<file path="src/rtl/gmc_pkg.sv">
package gmc_pkg;
  function automatic int unsigned idx_width(int unsigned n);
    return (n > 1) ? $clog2(n) : 1;
  endfunction
endpackage

</file>
<file path="src/rtl/gmc_group.sv">
module gmc_group #(
  parameter int unsigned NUM_GROUPS = 3,
  parameter int unsigned GROUP_SIZE = 2,
  parameter int unsigned GRP        = 0,
  localparam int unsigned N = NUM_GROUPS * GROUP_SIZE
) (
  input  logic [N-1:0]          q_i,
  input  logic [N-1:0]          set_i,
  input  logic [N-1:0]          save_i,
  output logic [GROUP_SIZE-1:0] nxt_o
);
  logic [N-1:0] other_mask;
  logic         fb;

  for (genvar k = 0; k < N; k++) begin : g_mask
    assign other_mask[k] = ((k / GROUP_SIZE) != GRP);
  end

  // feedback only from foreign groups
  assign fb = |(q_i & other_mask);

  for (genvar e = 0; e < GROUP_SIZE; e++) begin : g_elem
    assign nxt_o[e] = ~(set_i[GRP*GROUP_SIZE+e] | save_i[GRP*GROUP_SIZE+e] | fb);
  end
endmodule

</file>
<file path="src/rtl/gmc_decode.sv">
module gmc_decode #(
  parameter int unsigned NUM_GROUPS = 3,
  parameter int unsigned GROUP_SIZE = 2,
  localparam int unsigned N  = NUM_GROUPS * GROUP_SIZE,
  localparam int unsigned GW = gmc_pkg::idx_width(NUM_GROUPS)
) (
  input  logic [N-1:0]  q_i,
  output logic [GW-1:0] group_o,
  output logic          valid_o
);
  logic [NUM_GROUPS-1:0] nz;

  for (genvar g = 0; g < NUM_GROUPS; g++) begin : g_nz
    assign nz[g] = |q_i[g*GROUP_SIZE +: GROUP_SIZE];
  end

  assign valid_o = $onehot(nz);

  always_comb begin
    group_o = '0;
    for (int g = NUM_GROUPS - 1; g >= 0; g--) begin
      if (nz[g]) group_o = GW'(g);
    end
  end
endmodule

</file>
<file path="src/rtl/gmc_cell.sv">
module gmc_cell #(
  parameter int unsigned NUM_GROUPS = 3,
  parameter int unsigned GROUP_SIZE = 2,
  localparam int unsigned N  = NUM_GROUPS * GROUP_SIZE,
  localparam int unsigned GW = gmc_pkg::idx_width(NUM_GROUPS)
) (
  input  logic          clk_i,
  input  logic          rst_ni,
  input  logic [N-1:0]  set_i,
  input  logic [N-1:0]  save_i,
  output logic [N-1:0]  elem_o,
  output logic [GW-1:0] group_o,
  output logic          valid_o,
  output logic          settled_o,
  output logic          forbidden_o
);
  logic [N-1:0] q_q, nxt, save_eff;
  logic         settled_q;

  // setting word absorbs the saving word
  assign save_eff = (|set_i) ? '0 : save_i;

  for (genvar g = 0; g < NUM_GROUPS; g++) begin : g_grp
    gmc_group #(
      .NUM_GROUPS(NUM_GROUPS),
      .GROUP_SIZE(GROUP_SIZE),
      .GRP       (g)
    ) u_grp (
      .q_i   (q_q),
      .set_i (set_i),
      .save_i(save_eff),
      .nxt_o (nxt[g*GROUP_SIZE +: GROUP_SIZE])
    );
  end

  always_ff @(posedge clk_i or negedge rst_ni) begin
    if (!rst_ni) begin
      q_q       <= '0;
      settled_q <= 1'b0;
    end else begin
      q_q       <= nxt;
      settled_q <= (nxt == q_q);
    end
  end

  gmc_decode #(
    .NUM_GROUPS(NUM_GROUPS),
    .GROUP_SIZE(GROUP_SIZE)
  ) u_dec (
    .q_i    (q_q),
    .group_o(group_o),
    .valid_o(valid_o)
  );

  assign elem_o      = q_q;
  assign settled_o   = settled_q;
  assign forbidden_o = &set_i;
endmodule

</file>
<file path="config.mk">
export PLATFORM = sky130hd
export DESIGN_NAME = gmc_cell
export DESIGN_NICKNAME = d
export VERILOG_FILES = /design/src/rtl/gmc_pkg.sv /design/src/rtl/gmc_group.sv /design/src/rtl/gmc_decode.sv /design/src/rtl/gmc_cell.sv
export SDC_FILE = /design/constraint.sdc
export NUM_CORES = 1
export LEC_CHECK = 0
export ABC_AREA = 1
export CORE_MARGIN = 4
export CORE_UTILIZATION = 35
export DETAILED_ROUTE_END_ITERATION = 8
export PLACE_DENSITY = 0.73
export SETUP_SLACK_MARGIN = 0.05
export SLEW_MARGIN = 5
export SYNTH_ARGS = -nofsm -noshare
export SYNTH_HDL_FRONTEND = slang
export SYNTH_SLANG_ARGS = --single-unit
</file>
<file path="constraint.sdc">
create_clock -name clk_i -period 1.5 [get_ports clk_i]
set_clock_uncertainty 0.15 [all_clocks]
set_input_delay 0.225 -clock clk_i [delete_from_list [all_inputs] [get_ports clk_i]]
set_output_delay 0.225 -clock clk_i [all_outputs]
set_load 0.005 [all_outputs]
</file>
## After elaboration in Yosys (flattened, before gate mapping)

Index checks and enable logic that the tools add are counted.

- Register bits: 7
- Bits of input ports: 14
- Output and inout port bits: 11
- Logic and storage cells: 36

- $add $sub $neg: 2
- Equality and inequality tests: 2
- Multiplexer cells: 4
- Bitwise logic cells: 18
- Reductions and logical operators: 8

Operator list:

| operator | count |
|---|---|
| $or 1x1->1 | 12 |
| $reduce_or 4->1 | 3 |
| $eq 6x6->1 | 1 |
| $mux 2 | 3 |
| $mux 6 | 1 |
| $not 1->1 | 6 |
| $reduce_and 6->1 | 1 |
| $reduce_or 2->1 | 3 |
| $reduce_or 6->1 | 1 |
| $add 1x1->2 | 1 |
| $add 2x1->2 | 1 |
| $eq 2x1->1 const B | 1 |

## Longest topological paths before layout

- Depth in word-level cells: 6
- Mapped depth: 9
- Depth with buffers taken out: 9

## Modules after synthesis

Synthesis repeated with hierarchy kept, for this count alone.

- Cell total of the unflattened synthesis: 84
- Area total of the unflattened synthesis: 525.5 µm²

By module, submodules not included:

| module | instances | cells an instance | area an instance (µm²) | sequential area each (µm²) |
|---|---|---|---|---|
| gmc_cell | 1 | 54 | 370.4 | 175.2 |
| gmc_group | 3 | 7 | 31.3 | 0.0 |
| gmc_decode | 1 | 9 | 61.3 | 0.0 |

## Least setup slack after synthesis

Ideal clock, no wire load.

- Path kind: register to output
- From: register q_q[0] (netlist: elem_o[0])
- To: output port valid_o
- Arrival time: 1.303 ns
- Required time: 1.125 ns
- Setup slack: -0.178 ns
- Stages on the path, launching flop included: 6
- Cell sequence: dfrtp_1 nor2_2 inv_1 fa_1 inv_1 nor2_1

- Cells in the longest elaborated chain, start to end: 4

Ends and longest elaborated chain:

| what | RTL line | RTL |
|---|---|---|
| start, declared | gmc_cell.sv:17 | `logic [N-1:0] q_q, nxt, save_eff;` |
| start signal, assigned | gmc_cell.sv:41 | `q_q <= nxt;` |
| $reduce_or 2->1 | gmc_decode.sv:14 | `assign nz[g] = \|q_i[g*GROUP_SIZE +: GROUP_SIZE];` |
| $add 1x1->2 (not written as such) | gmc_decode.sv:17 | `assign valid_o = $onehot(nz);` |
| $add 2x1->2 (not written as such) | gmc_decode.sv:17 |  |
| $eq 2x1->1 | gmc_decode.sv:17 |  |
| end, declared | gmc_cell.sv:13 | `output logic valid_o,` |

No other way between the ends.

## Worst setup path in the final report

- From: register q_q[5] (netlist: elem_o[5])
- To: output port valid_o

- Cells in the longest elaborated chain, start to end: 3

Ends and longest elaborated chain:

| what | RTL line |
|---|---|
| $reduce_or 2->1 | gmc_decode.sv:14 |
| $add 2x1->2 (not written as such) | gmc_decode.sv:17 |
| $eq 2x1->1 | gmc_decode.sv:17 |

No other way between the ends.

==> flow_metrics.py <==
metrics = {
    "place": {
        "portBuffers": 24,
        "place.gp.congestion": 0.7516,
        "detailedPlacementHpwl_mm": 1.282,
    },
    "power": {
        "total_switching_power_uw": 927.9,
        "intPower_mw": 1.247,
        "final_total_power_mw": 2.175,
        "pwr-share-seq_pct": 14.2,
        "p_per_area_nw_per_um2": 2019,
        "worst_ir_drop_vdd_v": 0.001277,
        "clockPowerShare_pct": 7.7,
        "comb_power_share_pct": 78.1,
        "switching_share_pct": 42.66,
        "power_leakage_nw": 0.6176,
    },
    "sta": {
        "setup_viol_count_final": 5,
        "finalWorstPathRequiredPeriod_ns": 1.985,
        "timing.final.ws_setup_ns": -0.4851,
        "fin_setup_tns_ns": -0.7033,
        "slew_viol_final": 0,
        "max-slew-margin-rel_pct": 77.99,
        "max_freq_mhz": 503.8,
        "final-hold-violation-count": 0,
        "min_period_over_period_pct": 132.3,
        "worst_slew_pin_slew_ns": 0.3292,
        "grt_setup_unrepaired": "true",
        "worst_hold_slack_ns": 0.08813,
    },
    "synthesis": {
        "ys_seq_area_share_pct": 33.98,
        "yosysUniqueCellTypes": 10,
        "yosys_warning_total": 0,
        "postSynthRegisterBits": 7,
        "area_of_the_mapped_netlist_um2": 515.5,
        "postSynthNetCount": 95,
        "syn_inst": 79,
        "synthesis.area_per_instance_um2": 6.525,
    },
    "min_path": {
        "hold_path_class": "input port to asynchronous set/reset pin",
    },
    "critical_path": {
        "worstSetupPathType": "flip-flop to output pin",
        "worstRegToRegCells": 11,
        "regToRegStartpoint": "elem_o[1]",
        "cp.required_ns": 1.12,
        "crit_path_end_kind": "output pin",
        "cp.arrival_ns": 1.61,
        "worstReg2RegEnd": "settled_o",
        "regToRegSetupSlack_ns": -0.11,
        "critPathLaunchType": "flip-flop",
        "timing.critical_path.fanout_max": 2,
    },
    "global_routing": {
        "first_global_vias": 696,
        "grt_start_max_net_pins": 8,
        "globalRouteOverflowTotal": 0,
        "grt_util_all_layers_pct": 18.49,
        "grt_pass1_wl_mm": 2.849,
        "antenna_found_initial": 0,
    },
    "cts": {
        "cts.root.buffer_cell": "sky130_fd_sc_hd__clkbuf_4",
        "worst_setup_hold_path_clk_slew_ns": 0.05,
        "cts-buffers-inserted": 3,
        "h_tree_levels": 1,
        "clk_latency_ns": 0.25,
        "deepest_clock_path_buffer_count": 2,
        "ctsHoldBuffers": 0,
        "tritoncts_clock_tree": "done",
        "cts_num_sinks": 7,
    },
    "finish": {
        "seq_area_um2": 175.2,
        "filler_cells_inserted": 102,
        "area_added_between_synthesis_and_finish_pct": 109.0,
        "antenna_cells": 0,
        "final_net_count": 149,
        "footprint_of_the_multi_input_gates_um2": 366.6,
        "layout-drive-gt1-share_pct": 49.24,
        "final_core_util_pct": 79.80,
    },
    "routing": {
        "dr.pass1.iters": 4,
        "post_drt_via_cell_ratio": 4.701,
        "wirelength_mm": 1.738,
        "post_drt_wl_per_cell_um": 11.82,
        "drcViolationCount": 0,
        "drt-initial-drc-count": 9,
        "routed-via-count": 691,
        "postRouteAntennaNets": 0,
    },
    "floorplan": {
        "floorplan.die_area_um2": 2151,
        "floorplan.rows": 13,
        "ios": 25,
        "core_region_area_um2": 1350,
        "floorplan.initialDensity_pct": 38.18,
        "chipHeight_um": 46.38,
        "die_span_in_x_um": 46.38,
    },
    "run": {
        "max_cap_viol_count": 0,
    },
    "outcome": {
        "result_of_the_run": "complete, but fails checks",
        "violations_in_the_final_reports": "setup timing",
    },
}
per-stage QoR:
step                      std cells  area (um^2)  worst slack, ns
after floorplan                  79        515.5          -0.1662
after global placement          137        917.1          -0.5520
after detailed placement        137        917.1          -0.5930
after CTS                       145        974.7          -0.4815
after global routing            147         1077          -0.6089
final                           147         1077          -0.4851
cell usage after synthesis (all sizes together):
| cell | count | area share (%) |
|---|---|---|
| nor2 | 17 | 15 |
| nand2 | 21 | 16 |
| nand3 | 8 | 7.8 |
| nand4 | 7 | 8.5 |
| inv | 17 | 12 |
| dfrtp | 7 | 34 |
| ha | 1 | 2.4 |
| fa | 1 | 3.9 |
state kept, by name (all words and copies together), names as in the netlist:
name,cells
elem_o,6
settled_o,1
cell families (layout without fill, tap and decap cells):
group,Yosys count,count (layout),share of synthesized area [%]
flip-flops,7,7,33.98
buffers and inverters,17,70,12.38
AND/OR/NAND/NOR,53,53,47.33
adder cells (fa/ha/maj),2,2,6.310
routing by layer:
layer	up-vias	routed length [um]	track usage (%)
met4	0	0	6.818
met2	18	931	32.42
met5	-	0	0
met3	0	67	1.563
met1	324	739	23.21
li1	349	-	-
cells in the final DEF, fill, tap and decap left out:
cell type,n
sky130_fd_sc_hd__nor2_1,3
sky130_fd_sc_hd__ha_4,1
sky130_fd_sc_hd__nand4_1,7
sky130_fd_sc_hd__clkbuf_4,3
sky130_fd_sc_hd__clkdlybuf4s15_1,1
sky130_fd_sc_hd__nand2_1,15
sky130_fd_sc_hd__nand2_4,1
sky130_fd_sc_hd__inv_4,1
sky130_fd_sc_hd__nand3_1,6
sky130_fd_sc_hd__dfrtp_1,7
sky130_fd_sc_hd__nor2_2,8
sky130_fd_sc_hd__inv_1,11
sky130_fd_sc_hd__buf_6,7
sky130_fd_sc_hd__nand3_2,2
sky130_fd_sc_hd__inv_2,5
sky130_fd_sc_hd__buf_4,18
sky130_fd_sc_hd__fa_1,1
sky130_fd_sc_hd__nand2_2,5
sky130_fd_sc_hd__clkinv_2,1
sky130_fd_sc_hd__clkdlybuf4s50_1,7
sky130_fd_sc_hd__buf_2,7
sky130_fd_sc_hd__nor2_4,6
sky130_fd_sc_hd__dlymetal6s2s_1,4
sky130_fd_sc_hd__dlygate4sd2_1,5
worst max-delay path, stage by stage (launching register included):
cell and delay [ns]:
sky130_fd_sc_hd__dfrtp_1 0.39, sky130_fd_sc_hd__nor2_2 0.14, sky130_fd_sc_hd__inv_1 0.07, sky130_fd_sc_hd__fa_1 0.54, sky130_fd_sc_hd__inv_1 0.04, sky130_fd_sc_hd__nor2_1 0.07, sky130_fd_sc_hd__buf_2 0.11
area by class of cell:
cell class / instances / area share (%)
clock buffer: 3 / 2.091
tap: 15 / 1.742
inverter: 17 / 6.156
sequential: 7 / 16.26
multi-input combinational: 55 / 34.03
clock inverter: 1 / 0.4646
timing repair buffer: 49 / 39.26
how the worst max path moves through the flow:
stage	depth (start not counted)	startpoint	slack [ns]	to
after floorplan	5	elem_o[1]	-0.17	valid_o
after global placement	6	elem_o[1]	-0.55	valid_o
after detailed placement	6	elem_o[1]	-0.59	valid_o
after CTS	6	elem_o[5]	-0.48	valid_o
after global routing	7	elem_o[1]	-0.61	valid_o
final	6	elem_o[5]	-0.49	valid_o
repair_timing:
action	in CTS	in global routing
gates resized for setup	45	31
setup endpoints to repair	16	13
buffers inserted	8	2
cloned	0	0
pin swaps	9	15
power groups by stage:
stage	Clock (mW)	Sequential (mW)	Combinational, mW
after global placement	0	0.304	1.31
after global routing	0.187	0.316	1.90
after detailed placement	0	0.308	1.34
after floorplan	0	0.335	0.531
after CTS	0.175	0.303	1.37
final	0.167	0.310	1.70
(Power assumes the default switching activity.)
